**src/rtl/sic_pkg.sv**
```systemverilog
package sic_pkg;

  // Feedback tap mask for a maximal-length Fibonacci LFSR of the given width.
  // Bit (t-1) is set for each tap t of the feedback polynomial.
  function automatic logic [63:0] tap_mask(input int width);
    logic [63:0] m;
    m = '0;
    case (width)
      16: begin m[15] = 1'b1; m[14] = 1'b1; m[12] = 1'b1; m[3]  = 1'b1; end
      24: begin m[23] = 1'b1; m[22] = 1'b1; m[21] = 1'b1; m[16] = 1'b1; end
      48: begin m[47] = 1'b1; m[46] = 1'b1; m[20] = 1'b1; m[19] = 1'b1; end
      64: begin m[63] = 1'b1; m[62] = 1'b1; m[60] = 1'b1; m[59] = 1'b1; end
      default: begin m[31] = 1'b1; m[21] = 1'b1; m[1] = 1'b1; m[0] = 1'b1; end
    endcase
    return m;
  endfunction

  // Ceiling log2 with a floor of one bit.
  function automatic int idx_bits(input int n);
    return (n <= 2) ? 1 : $clog2(n);
  endfunction

endpackage

```
**src/rtl/sic_lfsr.sv**
```systemverilog
module sic_lfsr #(
  parameter int W     = 32,
  parameter int STEPS = 16
) (
  input  logic         clk,
  input  logic         rst,
  input  logic [W-1:0] seed_i,
  input  logic         adv_i,
  output logic [W-1:0] state_o,
  output logic [W-1:0] next_o
);
  localparam logic [W-1:0] TAPS     = W'(sic_pkg::tap_mask(W));
  localparam logic [W-1:0] ZERO_SUB = W'(1);

  logic [W-1:0] state_q;
  logic [W-1:0] chain [STEPS+1];

  assign chain[0] = state_q;

  // Unrolled multi-shift so each advance consumes STEPS fresh bits.
  for (genvar s = 0; s < STEPS; s++) begin : g_shift
    logic fb;
    assign fb           = ^(chain[s] & TAPS);
    assign chain[s+1]   = {chain[s][W-2:0], fb};
  end

  always_ff @(posedge clk) begin
    if (rst) begin
      state_q <= (seed_i == '0) ? ZERO_SUB : seed_i;
    end else if (adv_i) begin
      state_q <= chain[STEPS];
    end
  end

  assign state_o = state_q;
  assign next_o  = chain[STEPS];
endmodule

```
**src/rtl/sic_index_scale.sv**
```systemverilog
module sic_index_scale #(
  parameter int N      = 24,
  parameter int FRAC_W = 16,
  localparam int IDX_W = sic_pkg::idx_bits(N),
  localparam int PROD_W = FRAC_W + IDX_W
) (
  input  logic [FRAC_W-1:0] frac_i,
  output logic [IDX_W-1:0]  idx_o
);
  localparam logic [PROD_W-1:0] N_EXT = PROD_W'(N);

  logic [PROD_W-1:0] prod;

  // frac < 2^FRAC_W and N <= 2^IDX_W, so the product never overflows PROD_W.
  assign prod  = PROD_W'(frac_i) * N_EXT;
  assign idx_o = IDX_W'(prod >> FRAC_W);
endmodule

```
**src/rtl/sic_vec_reg.sv**
```systemverilog
module sic_vec_reg #(
  parameter int N      = 24,
  localparam int IDX_W = sic_pkg::idx_bits(N)
) (
  input  logic             clk,
  input  logic             rst,
  input  logic [N-1:0]     init_i,
  input  logic             adv_i,
  input  logic [IDX_W-1:0] idx_i,
  output logic [N-1:0]     vec_o,
  output logic             valid_o
);
  logic [N-1:0] vec_q;
  logic         valid_q;
  logic [N-1:0] flip_mask;

  // Index 0 addresses the MSB (first circuit input).
  for (genvar j = 0; j < N; j++) begin : g_mask
    assign flip_mask[j] = (idx_i == IDX_W'(N - 1 - j));
  end

  always_ff @(posedge clk) begin
    if (rst) begin
      vec_q   <= init_i;
      valid_q <= 1'b0;
    end else begin
      valid_q <= adv_i;
      if (adv_i) begin
        vec_q <= vec_q ^ flip_mask;
      end
    end
  end

  assign vec_o   = vec_q;
  assign valid_o = valid_q;
endmodule

```
**src/rtl/sic_pattern_gen.sv**
```systemverilog
module sic_pattern_gen #(
  parameter int N      = 24,
  parameter int LFSR_W = 32,
  parameter int FRAC_W = 16
) (
  input  logic              clk,
  input  logic              rst,
  input  logic [LFSR_W-1:0] seed_i,
  input  logic [N-1:0]      init_vec_i,
  input  logic              adv_i,
  output logic [N-1:0]      vec_o,
  output logic              valid_o
);
  localparam int IDX_W = sic_pkg::idx_bits(N);

  logic [LFSR_W-1:0] lfsr_state;
  logic [LFSR_W-1:0] lfsr_next;
  logic [FRAC_W-1:0] frac;
  logic [IDX_W-1:0]  flip_idx;

  sic_lfsr #(.W(LFSR_W), .STEPS(FRAC_W)) u_lfsr (
    .clk     (clk),
    .rst     (rst),
    .seed_i  (seed_i),
    .adv_i   (adv_i),
    .state_o (lfsr_state),
    .next_o  (lfsr_next)
  );

  assign frac = lfsr_next[LFSR_W-1 -: FRAC_W];

  sic_index_scale #(.N(N), .FRAC_W(FRAC_W)) u_scale (
    .frac_i (frac),
    .idx_o  (flip_idx)
  );

  sic_vec_reg #(.N(N)) u_vec (
    .clk     (clk),
    .rst     (rst),
    .init_i  (init_vec_i),
    .adv_i   (adv_i),
    .idx_i   (flip_idx),
    .vec_o   (vec_o),
    .valid_o (valid_o)
  );
endmodule

```
**config.mk**
```make
export PLATFORM = sky130hd
export DESIGN_NAME = sic_pattern_gen
export DESIGN_NICKNAME = d
export VERILOG_FILES = /design/src/rtl/sic_pkg.sv /design/src/rtl/sic_lfsr.sv /design/src/rtl/sic_index_scale.sv /design/src/rtl/sic_vec_reg.sv /design/src/rtl/sic_pattern_gen.sv
export SDC_FILE = /design/constraint.sdc
export NUM_CORES = 1
export LEC_CHECK = 0
export ABC_CLOCK_PERIOD_IN_PS = 8400
export BUFFER_PORTS_ARGS = -buffer_cell sky130_fd_sc_hd__buf_2
export CAP_MARGIN = 20
export CORE_UTILIZATION = 55
export CTS_CLUSTER_SIZE = 12
export DETAILED_ROUTE_END_ITERATION = 10
export GPL_TIMING_DRIVEN = 1
export PLACE_DENSITY = 0.81
export SLEW_MARGIN = 20
export SYNTH_ARGS = -nofsm -noshare
export SYNTH_HDL_FRONTEND = slang
export SYNTH_SLANG_ARGS = --single-unit
```
**constraint.sdc**
```tcl
create_clock -name clk -period 8.4 [get_ports clk]
set_input_delay 2.52 -clock clk [delete_from_list [all_inputs] [get_ports clk]]
set_output_delay 2.52 -clock clk [all_outputs]
set_load 0.05 [all_outputs]
```
==> run metrics, run 1 <==
clock sink total 57; GRT Overall Usage 0.2765; row count 30; unrepaired setup endpoints after global routing false; detailed-route DRC error count 0; WL per Instance ~17 µm; number of global-route vias before repair 3174; Final setup violation count 0; hold depth 1; DR vias/cell 6.053; Overflow after GRT 0; Final TNS setup 0 ns; status complete, no violations; Initial Utilization 0.5713; sequential cell area fraction in the yosys report 0.4384; share of cells above drive strength 1 0.2409; routed vias 3396; Routed Antenna Nets 0; Area Overhead vs Synth 17.96%; cts repair resizes 0; PortBufs 83; Worst Hold Class reg -> reg; Post-synth EDFFs 56; Cells after DPL between 500 and 600; reg-to-reg endpoint u_vec.vec_o[23]$_DFFE_PP_; Multi-input gate area 0.002101 mm²; die footprint 0.007397 mm²; Max Buffers Root-to-Sink 2; Cells after Synth 378; yosys warns 0; WP data required approximately 8.6 ns; ys flop type edfxtp_1; TritonCTS buffer count 9; worst-path fanout max 54; initial antenna violation count 0; Unique masters post-synth 55; Post-Route WL 9.621 mm; Synth area leader edfxtp_1; crit path DAT 4.85 ns; FF+latch area around 0.0017 mm²; Clk pin slew, worst setup/hold paths 0.07 ns; first-pass GRT wire length between 15 and 20 mm; FFs w/ async S/R, synth 0; synthesized area approximately 0.0039 mm²; hold path start u_lfsr.state_o[2]$_DFFE_PP_; worst reg-to-reg path cell count 10; pin count of the biggest net entering global routing 55; Worst-Skew Late Latency approximately 0.35 ns; post-DP HPWL 7.051 mm; max-slew violations 0; CP Capture Type register; Period Utilization, post-route 0.5561; die width 86.01 µm; diode count 0; Reg-to-Reg Start u_lfsr.state_o[8]$_DFFE_PP_; Pre-Repair DR Iteration Count 5; slew at the pin closest to its max-slew limit 0.8687 ns; final std cells w/o fill 561; Iteration-0 DRC Markers roughly 220; Period minus WS final 4.671 ns; io pins 84; FF+latch count, synth 57; Worst Hold End u_lfsr.state_o[18]$_DFFE_PP_; synthesized area per cell 10.27 µm²; Post-CTS Setup Inserts 0; Synth top area share 0.4333; Hold Buf Count CTS 0; RePlAce Congestion 0.8917; fmax 214.1 MHz; Setup CP Type in -> reg; Rel. slew slack 0.4209; Final Skew 0.01051 ns; final hold vios 0; R2R setup slack 4.90 ns; fill count around 550; CTS tree built; placeable core area roughly 0.0068 mm²; crit start category input port; H-tree lvl count 3; Die Height 86.01 µm; syn nets 453; Area contributors post-synth edfxtp_1 (43%), xnor2_1 (7.2%), ha_1 (5.2%); CTS Root Cell clkbuf_8; maxcap violations 0; layout net count approximately 540
cell usage in the layout (no fill, tap or decap), drive strengths merged, types with 2 or more instances in the layout:
master    instances
buf              86
edfxtp           56
nand2            39
xnor2            34
o21ai            31
nor2             21
or3              16
ha               16
a22o             15
nor4             14
a31oi            10
a21o              9
nand3             9
clkbuf            9
xor2              9
mux2i             8
nor2b             8
o211ai            6
a22oi             6
inv               5
a21oi             5
nand4             4
a211oi            4
or2               4
clkinv            4
nor3              3
nor4b             3
clkinvlp          3
xnor3             2
a211o             2
o21a              2
or4               2
critical path: stages:
cell and delay [ns]:
buf_2 0.65, clkinv_1 0.16, buf_4 0.32, nor2_1 0.65, buf_4 0.36, nand2_1 0.09, o21ai_0 0.08
stage by stage:
step,area (µm²),hold slack (ns),worst slack (ns),utilization
6_report,4578,0.6320,3.729,0.6738
3_3_place_gp,4383,0.6058,3.514,0.6451
5_1_grt,4578,0.6650,3.480,0.6738
3_5_place_dp,4383,0.6164,3.369,0.6451
4_1_cts,4578,0.6350,3.730,0.6738
2_1_floorplan,3881,0.5816,4.185,-
synthesized netlist by cell type (2+ instances only):
cell type  instances
xor2_1             8
o211ai_1           6
or3_1             16
or4_1              2
nor2_1            21
or2_2              2
o21a_1             2
nand2_1           39
xnor2_2            2
ha_1              16
nor4b_1            3
a21o_1             9
a31oi_1           10
nand4_1            4
a211o_1            2
edfxtp_1          56
o21ai_1            2
a21oi_1            4
nor2b_1            8
a22o_1            15
inv_1              5
mux2i_1            8
nor3_1             3
a211oi_1           4
xnor3_2            2
clkbuf_1          15
a22oi_1            6
xnor2_1           32
nand3_1            9
o21ai_0           29
nor4_1            14
routing by layer:
metal / wire (µm) / track usage / share of wire
met2: 4481 / 0.4401 / 0.47
met3: 704 / 0.06449 / 0.073
met4: 198 / 0.1121 / 0.021
met1: 4237 / 0.3644 / 0.44
met5: 0 / 0 / 0
worst max-delay path by stage:
stage          from                      endpoint  slack [ns]
5_1_grt         rst  u_lfsr.state_o[13]$_DFFE_PP_        3.48
4_1_cts         rst  u_lfsr.state_o[12]$_DFFE_PP_        3.73
3_5_place_dp    rst  u_lfsr.state_o[12]$_DFFE_PP_        3.37
3_3_place_gp    rst  u_lfsr.state_o[14]$_DFFE_PP_        3.51
6_report        rst  u_lfsr.state_o[12]$_DFFE_PP_        3.73
2_1_floorplan   rst   u_lfsr.state_o[0]$_DFFE_PP_        4.19
registers in the layout (all words and copies together) (netlist names):
register / count
u_lfsr.state_o: 32
u_vec.valid_o: 1
u_vec.vec_o: 24
cell type report:
cell class / count / area share
multi-input combinational: 300 / 0.4589
sequential: 57 / 0.3717
timing repair buffer: 86 / 0.09565
clock buffer: 9 / 0.02706
clock inverter: 7 / 0.01558
inverter: 6 / 0.004919
tap: 96 / 0.02624
cell families after synthesis:
group | after synthesis | share of synthesized area
XOR/XNOR | 45 | 0.1151
AO/OA/AOI/OAI | 101 | 0.1805
flip-flops | 57 | 0.4384
AND/OR/NAND/NOR | 129 | 0.1705
multiplexers | 9 | 0.02353
adder cells (fa/ha/maj) | 16 | 0.05158
buffers and inverters | 21 | 0.02031
Power of run 1 is not shown: default switching activity piles up to over one toggle a cycle in this logic, so the estimate is an artifact.
==> run 2, diff against run 1 <==
--- a/config.mk
+++ b/config.mk
@@ -5,14 +5,15 @@
 export SDC_FILE = /design/constraint.sdc
 export NUM_CORES = 1
 export LEC_CHECK = 0
-export ABC_CLOCK_PERIOD_IN_PS = 8400
+export ABC_AREA = 1
+export ABC_CLOCK_PERIOD_IN_PS = 3850
 export BUFFER_PORTS_ARGS = -buffer_cell sky130_fd_sc_hd__buf_2
 export CAP_MARGIN = 20
-export CORE_UTILIZATION = 55
+export CORE_UTILIZATION = 51
 export CTS_CLUSTER_SIZE = 12
 export DETAILED_ROUTE_END_ITERATION = 10
 export GPL_TIMING_DRIVEN = 1
-export PLACE_DENSITY = 0.81
+export PLACE_DENSITY = 0.77
 export SLEW_MARGIN = 20
 export SYNTH_ARGS = -nofsm -noshare
 export SYNTH_HDL_FRONTEND = slang
==> constraint.sdc (replaced) <==
create_clock -name clk -period 3.85 [get_ports clk]
set_input_delay 1.155 -clock clk [delete_from_list [all_inputs] [get_ports clk]]
set_output_delay 1.155 -clock clk [all_outputs]
set_load 0.05 [all_outputs]
==> run 2 against run 1 <==
  * Synthesized cell count is 51% higher
  * Sequential share of layout area down 3.8 points
  * Hold slack worse by 0.024 ns
  * Setup slack lost 2.7 ns
  * Largest cell class unchanged
  * Highest routed layer unchanged
==> run metrics, run 2 <==
die footprint 0.009024 mm² (was 0.007397 mm²); yosys warns 0 (unchanged); Levels on crit path 14 (was 7); count leader, synth nand2_1 (was edfxtp_1); Switching Fraction 0.5042; hold slack 0.6076 ns (was 0.6320 ns); WL per Instance 14.32 µm (was 17.15 µm); RePlAce Congestion 0.9035 (was 0.8917); Initial Utilization 0.5314 (was 0.5713); most frequent cells in the layout nand2_1 (203), buf_2 (83), nand3_1 (67) (was buf_2 (83), edfxtp_1 (56), nand2_1 (39)); Area contributors post-synth edfxtp_1 (38%), nand2_1 (17%), nand3_1 (7.6%) (was edfxtp_1 (43%), xnor2_1 (7.2%), ha_1 (5.2%)); fin worst setup slack 1.013 ns (was 3.729 ns); Internal Dissipation roughly 2200 µW; Finished Core Util 0.6147 (was 0.6738); combinational power share 0.619; PD cells 864.3 mW/mm²; WP buf/inv 2 (was 4); H-tree lvl count 3 (unchanged); Clk pin slew, worst setup/hold paths 0.07 ns (about the same); syn nets 644 (was 453); Multi-input gate area 0.002371 mm² (was 0.002101 mm²); Worst setup startpoint u_lfsr.state_o[6]$_DFFE_PP_ (was rst); cts repair resizes 0 (unchanged); R2R setup slack 1.01 ns (was 4.90 ns); Power Total 4409 µW; post-DP HPWL 8.239 mm (was 7.051 mm); Unique masters post-synth 43 (was 55); Final TNS setup 0 ns (unchanged); Pre-Repair DR Iteration Count 5 (unchanged); detailed-route DRC error count 0 (unchanged); TritonCTS buffer count 9 (unchanged); sequential cell area fraction in the yosys report 0.3858 (was 0.4384); FF+latch count, synth 57 (unchanged); Final Skew 0.01398 ns (was 0.01051 ns); synthesized area 0.004410 mm² (was 0.003881 mm²); PortBufs 83 (unchanged); CP max-delay cell edfxtp_1 (was buf_2); most common cell after layout, fill and taps aside nand2_1 (was buf_2); FF+latch area 0.001702 mm² (unchanged); Worst IR Drop VDD around 0.35 mV; Rel. slew slack 0.4955 (was 0.4209); Synth top area share 0.3813 (was 0.4333); Cells after Synth 569 (was 378); max-slew violations 0 (unchanged); GRT Overall Usage 0.2582 (was 0.2765); FFs w/ async S/R, synth 0 (unchanged); Period minus WS final ~2.8 ns; switching pwr 2223 µW; synthesized area per cell 7.751 µm² (was 10.27 µm²); Iteration-0 DRC Markers 311 (was 221); Synth top cells by count nand2_1 (204), nand3_1 (67), edfxtp_1 (56), inv_1 (54), nand2_2 (28) (was edfxtp_1 (56), nand2_1 (39), xnor2_1 (32), o21ai_0 (29), nor2_1 (21)); Routed Antenna Nets 0 (unchanged); Flop pwr share 0.249; die width 95.00 µm (was 86.01 µm); number of flip-flops in the largest register 32 (unchanged); reg-to-reg endpoint u_vec.vec_o[8]$_DFFE_PP_ (was u_vec.vec_o[23]$_DFFE_PP_); Die Height 95.00 µm (was 86.01 µm); Clk pwr share 0.132; Max stage delay on crit path 0.47 ns (was 0.65 ns); worst-path fanout max 18 (was 54); maxcap violations 0 (unchanged); Final setup violation count 0 (unchanged); leakage 0.002574 µW; Hold Buf Count CTS 0 (unchanged); crit start category register (was input port); Max Buffers Root-to-Sink 2 (unchanged); Synth area leader edfxtp_1 (unchanged); first-pass GRT wire length 17.76 mm (was 15.57 mm); layout net count 725 (was 535); share of cells above drive strength 1 0.2412 (was 0.2409); Area Overhead vs Synth 15.66% (was 17.96%); CTS Root Cell clkbuf_8 (unchanged); most used cell, CP nand3_1 (was buf_4); Post-synth EDFFs 56 (unchanged); number of global-route vias before repair 3818 (was 3174); initial antenna violation count 0 (unchanged); unrepaired setup endpoints after global routing false (unchanged); ys flop type edfxtp_1 (unchanged); DR vias/cell 5.391 (was 6.053); Reg-to-Reg Start u_lfsr.state_o[6]$_DFFE_PP_ (was u_lfsr.state_o[8]$_DFFE_PP_); crit path cell chain ha_1 > a21oi_1 > nor2_1 > a211oi_2 > o21ai_2 > a21oi_2 > inv_1 > a21o_1 > nor2_4 > nand2_2 > clkinv_2 > nand3_1 > nand3_1 > nand2_1 (was buf_2 > clkinv_1 > buf_4 > nor2_1 > buf_4 > nand2_1 > o21ai_0); diode count 0 (unchanged); Worst Hold Class reg -> reg (unchanged); io pins 84 (unchanged); Setup CP Type reg -> reg (was in -> reg); pin count of the biggest net entering global routing 73 (was 55); CP Capture Type register (unchanged); worst reg-to-reg path cell count 14 (was 10); CTS tree built (unchanged); Period Utilization, post-route 0.7369; pre-CTS setup slack 1.003 ns (was 3.369 ns); Post-CTS Setup Inserts 0 (unchanged); WP data required 3.94 ns (was 8.58 ns); status complete, no violations (unchanged); Worst-Skew Late Latency 0.35 ns (about the same); row count 33 (was 30); Setup crit end u_vec.vec_o[8]$_DFFE_PP_ (was u_lfsr.state_o[12]$_DFFE_PP_); Overflow after GRT 0 (unchanged); slew at the pin closest to its max-slew limit 0.7498 ns (was 0.8687 ns); crit path DAT 2.93 ns (was 4.85 ns); clock sink total 57 (unchanged); final hold vios 0 (unchanged); fill count 745 (was 551); CP delay by family, top compound AO/OA/AOI/OAI gates (was buffers and inverters); placeable core area 0.008299 mm² (was 0.006794 mm²); Post-Route WL 10.89 mm (was 9.621 mm); routed vias 4097 (was 3396); fmax 352.5 MHz
-- run 2: layer usage --
layer | vias to the layer above | GRT usage | routed length (µm)
li1 | 2041 | - | -
met1 | 1904 | 0.3464 | 4885
met2 | 135 | 0.4179 | 5201
met3 | 17 | 0.04348 | 626
met4 | 0 | 0.09470 | 174
met5 | - | 0 | 0
-- run 2: kinds of logic after synthesis --
kind of cell,after synthesis,share of synthesized area
simple gates,337,0.3455
fa+ha+maj,16,0.04539
flops,57,0.3858
xor+xnor,26,0.07263
compound gates,53,0.07347
buf+inv,80,0.07716
-- run 2: worst min-delay path: stages (launching register included) --
cell,delay (ns)
edfxtp_1,0.38
nand2_1,0.07
nand2_1,0.05
-- run 2: worst min-delay path by stage --
| stage | from | to | slack [ns] | cells past startpoint |
|---|---|---|---|---|
| 2_1_floorplan | u_lfsr.state_o[1]$_DFFE_PP_ | u_lfsr.state_o[17]$_DFFE_PP_ | 0.55 | 2 |
| 3_3_place_gp | u_lfsr.state_o[2]$_DFFE_PP_ | u_lfsr.state_o[18]$_DFFE_PP_ | 0.57 | 2 |
| 3_5_place_dp | u_lfsr.state_o[5]$_DFFE_PP_ | u_lfsr.state_o[21]$_DFFE_PP_ | 0.60 | 2 |
| 4_1_cts | u_lfsr.state_o[5]$_DFFE_PP_ | u_lfsr.state_o[21]$_DFFE_PP_ | 0.61 | 2 |
| 5_1_grt | u_lfsr.state_o[5]$_DFFE_PP_ | u_lfsr.state_o[21]$_DFFE_PP_ | 0.63 | 2 |
| 6_report | u_lfsr.state_o[5]$_DFFE_PP_ | u_lfsr.state_o[21]$_DFFE_PP_ | 0.61 | 2 |
-- run 2: through the flow --
stage | cell area [µm²] | std cells
after floorplan | 4410 | 569
after global placement | 4902 | 744
after detailed placement | 4902 | 744
after CTS | 5101 | 760
after global routing | 5101 | 760
final | 5101 | 760
-- run 2: layout make-up --
| type | count | share of cell area |
|---|---|---|
| repair buffers | 86 | 0.08830 |
| clock buffers | 13 | 0.03115 |
| clock inverters | 3 | 0.007849 |
| flip-flops and latches | 57 | 0.3336 |
| inverters | 64 | 0.04857 |
| well taps | 105 | 0.02575 |
| multi-input cells | 432 | 0.4648 |
-- run 2: power groups by stage --
| stage | sequential [µW] | clock, µW | combinational (µW) |
|---|---|---|---|
| floorplan | 1220 | 0 | 2010 |
| CTS | 1100 | 587 | 2710 |
| detailed placement | 1110 | 0 | 2690 |
| global route | 1120 | 615 | 3050 |
| finish | 1100 | 584 | 2730 |
| global placement | 1100 | 0 | 2590 |
No activity file was read; power rests on OpenSTA's default activity.
==> run 3, diff against run 2 <==
--- a/config.mk
+++ b/config.mk
@@ -5,15 +5,15 @@
 export SDC_FILE = /design/constraint.sdc
 export NUM_CORES = 1
 export LEC_CHECK = 0
-export ABC_AREA = 1
-export ABC_CLOCK_PERIOD_IN_PS = 3850
+export ABC_AREA = 0
+export ABC_CLOCK_PERIOD_IN_PS = 2800
 export BUFFER_PORTS_ARGS = -buffer_cell sky130_fd_sc_hd__buf_2
 export CAP_MARGIN = 20
-export CORE_UTILIZATION = 51
+export CORE_UTILIZATION = 55
 export CTS_CLUSTER_SIZE = 12
 export DETAILED_ROUTE_END_ITERATION = 10
 export GPL_TIMING_DRIVEN = 1
-export PLACE_DENSITY = 0.77
+export PLACE_DENSITY = 0.81
 export SLEW_MARGIN = 20
 export SYNTH_ARGS = -nofsm -noshare
 export SYNTH_HDL_FRONTEND = slang
==> constraint.sdc (replaced) <==
create_clock -name clk -period 2.8 [get_ports clk]
set_input_delay 0.84 -clock clk [delete_from_list [all_inputs] [get_ports clk]]
set_output_delay 0.84 -clock clk [all_outputs]
set_load 0.05 [all_outputs]
==> run 3 against run 2 <==
  * The run now ends with negative setup slack left
  * Design area is 1.2% higher
  * Utilization grew 14 points
  * Clock skew shrank 0.0051 ns
  * Cell count is 19% lower
  * First-iteration DRC count fell by 24%
  * Maximum frequency decreased by 4.6%
  * Non-clock buffer count grew 52
  * Sequential share of layout area fell by 0.38 points
  * Global-route usage increased by 5.1 points
==> run metrics, run 3 (synthesis results as in run 1) <==
status complete, but fails checks (was complete, no violations); failing checks negative setup slack; Final setup violation count 23 (was 0); Clk pin slew, worst setup/hold paths 0.07 ns (about the same); crit start category register (unchanged); hold slack 0.6342 ns (was 0.6076 ns); max-slew violations 0 (unchanged); share of cells above drive strength 1 0.3605 (was 0.2412); slew at the pin closest to its max-slew limit 0.6282 ns (was 0.7498 ns); Die Height 86.01 µm (was 95.00 µm); CP delay by family, top compound AO/OA/AOI/OAI gates (unchanged); CTS Root Cell clkbuf_8 (unchanged); WL per Instance 18.04 µm (was 14.32 µm); diode count 0 (unchanged); Area Overhead vs Synth 32.95% (was 15.66%); TritonCTS buffer count 9 (unchanged); Rel. slew slack 0.5797 (was 0.4955); io pins 84 (unchanged); Post-Route WL 11.04 mm (was 10.89 mm); detailed-route DRC error count 0 (unchanged); reg-to-reg endpoint u_vec.vec_o[23]$_DFFE_PP_ (was u_vec.vec_o[8]$_DFFE_PP_); hold path start u_lfsr.state_o[4]$_DFFE_PP_ (was u_lfsr.state_o[5]$_DFFE_PP_); hold depth 1 (was 2); Finished Core Util 0.7595 (was 0.6147); crit path DAT 3.06 ns (was 2.93 ns); number of flip-flops in the largest register 32 (unchanged); routed vias 3634 (was 4097); Max Buffers Root-to-Sink 2 (unchanged); unrepaired setup endpoints after global routing true (was false); post-DP HPWL 7.765 mm (was 8.239 mm); worst reg-to-reg path cell count 11 (was 14); GRT Overall Usage 0.3094 (was 0.2582); number of global-route vias before repair 3458 (was 3818); worst-path fanout max 4 (was 18); Initial Utilization 0.5713 (was 0.5314); Worst Hold End u_lfsr.state_o[20]$_DFFE_PP_ (was u_lfsr.state_o[21]$_DFFE_PP_); WP buf/inv 1 (was 2); layout net count 587 (was 725); H-tree lvl count 3 (unchanged); R2R setup slack -0.18 ns (was 1.01 ns); first-pass GRT wire length 17.18 mm (was 17.76 mm); row count 30 (was 33); Max stage delay on crit path 0.45 ns (was 0.47 ns); most common cell after layout, fill and taps aside buf_2 (was nand2_1); Worst Hold Class reg -> reg (unchanged); fin worst setup slack -0.1751 ns (was 1.013 ns); maxcap violations 0 (unchanged); final hold vios 0 (unchanged); fill count 466 (was 745); DR vias/cell 5.938 (was 5.391); PortBufs 83 (unchanged); die footprint 0.007397 mm² (was 0.009024 mm²); Overflow after GRT 0 (unchanged); most used cell, CP a21o_1 (was nand3_1); Multi-input gate area 0.002300 mm² (was 0.002371 mm²); RePlAce Congestion 0.9048 (was 0.9035); CP max-delay cell or3_4 (was edfxtp_1); Final Skew 0.008840 ns (was 0.01398 ns); most frequent cells in the layout buf_2 (83), edfxtp_1 (56), buf_4 (48) (was nand2_1 (203), buf_2 (83), nand3_1 (67)); clock sink total 57 (unchanged); Period minus WS final 2.975 ns (was 2.837 ns); Hold Buf Count CTS 0 (unchanged); pin count of the biggest net entering global routing 54 (was 73); Setup CP Type reg -> reg (unchanged); initial antenna violation count 0 (unchanged); fmax 336.1 MHz (was 352.5 MHz); Worst-Skew Late Latency 0.34 ns (was 0.35 ns); Worst setup startpoint u_lfsr.state_o[1]$_DFFE_PP_ (was u_lfsr.state_o[6]$_DFFE_PP_); FF+latch area 0.001702 mm² (unchanged); crit path cell chain ha_1 > a21o_1 > a21o_1 > a21oi_2 > o22a_1 > nor3_2 > or3_4 > a221oi_4 > buf_4 > a21boi_1 > o31a_1 (was ha_1 > a21oi_1 > nor2_1 > a211oi_2 > o21ai_2 > a21oi_2 > inv_1 > a21o_1 > nor2_4 > nand2_2 > clkinv_2 > nand3_1 > nand3_1 > nand2_1); placeable core area 0.006794 mm² (was 0.008299 mm²); Reg-to-Reg Start u_lfsr.state_o[1]$_DFFE_PP_ (was u_lfsr.state_o[6]$_DFFE_PP_); CP Capture Type register (unchanged); WP data required 2.88 ns (was 3.94 ns); Period Utilization, post-route 1.063 (was 0.7369); CTS tree built (unchanged); die width 86.01 µm (was 95.00 µm); Pre-Repair DR Iteration Count 7 (was 5); Iteration-0 DRC Markers 237 (was 311); Routed Antenna Nets 0 (unchanged)
run 3: worst max path at each step:
stage,endpoint,slack (ns),cells past startpoint
after global routing,u_vec.vec_o[15]$_DFFE_PP_,-0.29,11
after detailed placement,u_vec.vec_o[9]$_DFFE_PP_,-0.31,11
after floorplan,u_vec.vec_o[23]$_DFFE_PP_,-0.05,10
after CTS,u_vec.vec_o[0]$_DFFE_PP_,-0.16,12
final,u_vec.vec_o[23]$_DFFE_PP_,-0.18,11
after global placement,u_vec.vec_o[21]$_DFFE_PP_,-0.16,11
run 3: repair_timing:
action	4_1_cts	5_1_grt
setup buffers	5	5
pin swaps	27	25
setup endpoints to repair	29	30
gates resized for setup	15	13
run 3: layout make-up:
class	instances	area share
multi-input cells	300	0.4457
flip-flops and latches	57	0.3298
repair buffers	138	0.1673
clock buffers	11	0.02546
well taps	96	0.02328
inverters	6	0.004365
clock inverters	4	0.004122
run 3: through the flow:
stage	instances	setup TNS (ns)	instance area [µm²]	setup slack (ns)
after detailed placement	588	-3.782	4813	-0.3063
after global routing	612	-4.994	5160	-0.2910
after CTS	608	-1.818	5076	-0.1593
after global placement	588	-1.545	4813	-0.1562
after floorplan	378	-0.09328	3976	-0.04635
final	612	-1.832	5160	-0.1751
run 3: routing by layer:
layer  GRT usage  part of all wire  up-vias  wire (µm)
met2      0.5166              0.50      153       5559
met4      0.1288             0.018        0        203
met3     0.05390             0.061       17        675
met5           0                 0        -          0
met1      0.3971              0.42     1750       4602
li1            -                 -     1714          -
run 3: worst register-to-register path: stages (launching register included):
cell and delay [ns]:
edfxtp_1 0.42, ha_1 0.32, a21o_1 0.17, a21o_1 0.16, a21oi_2 0.18, o22a_1 0.23, nor3_2 0.07, or3_4 0.45
a221oi_4 0.27, buf_4 0.17, a21boi_1 0.05, o31a_1 0.23
Power of run 3 is left out for the same reason.
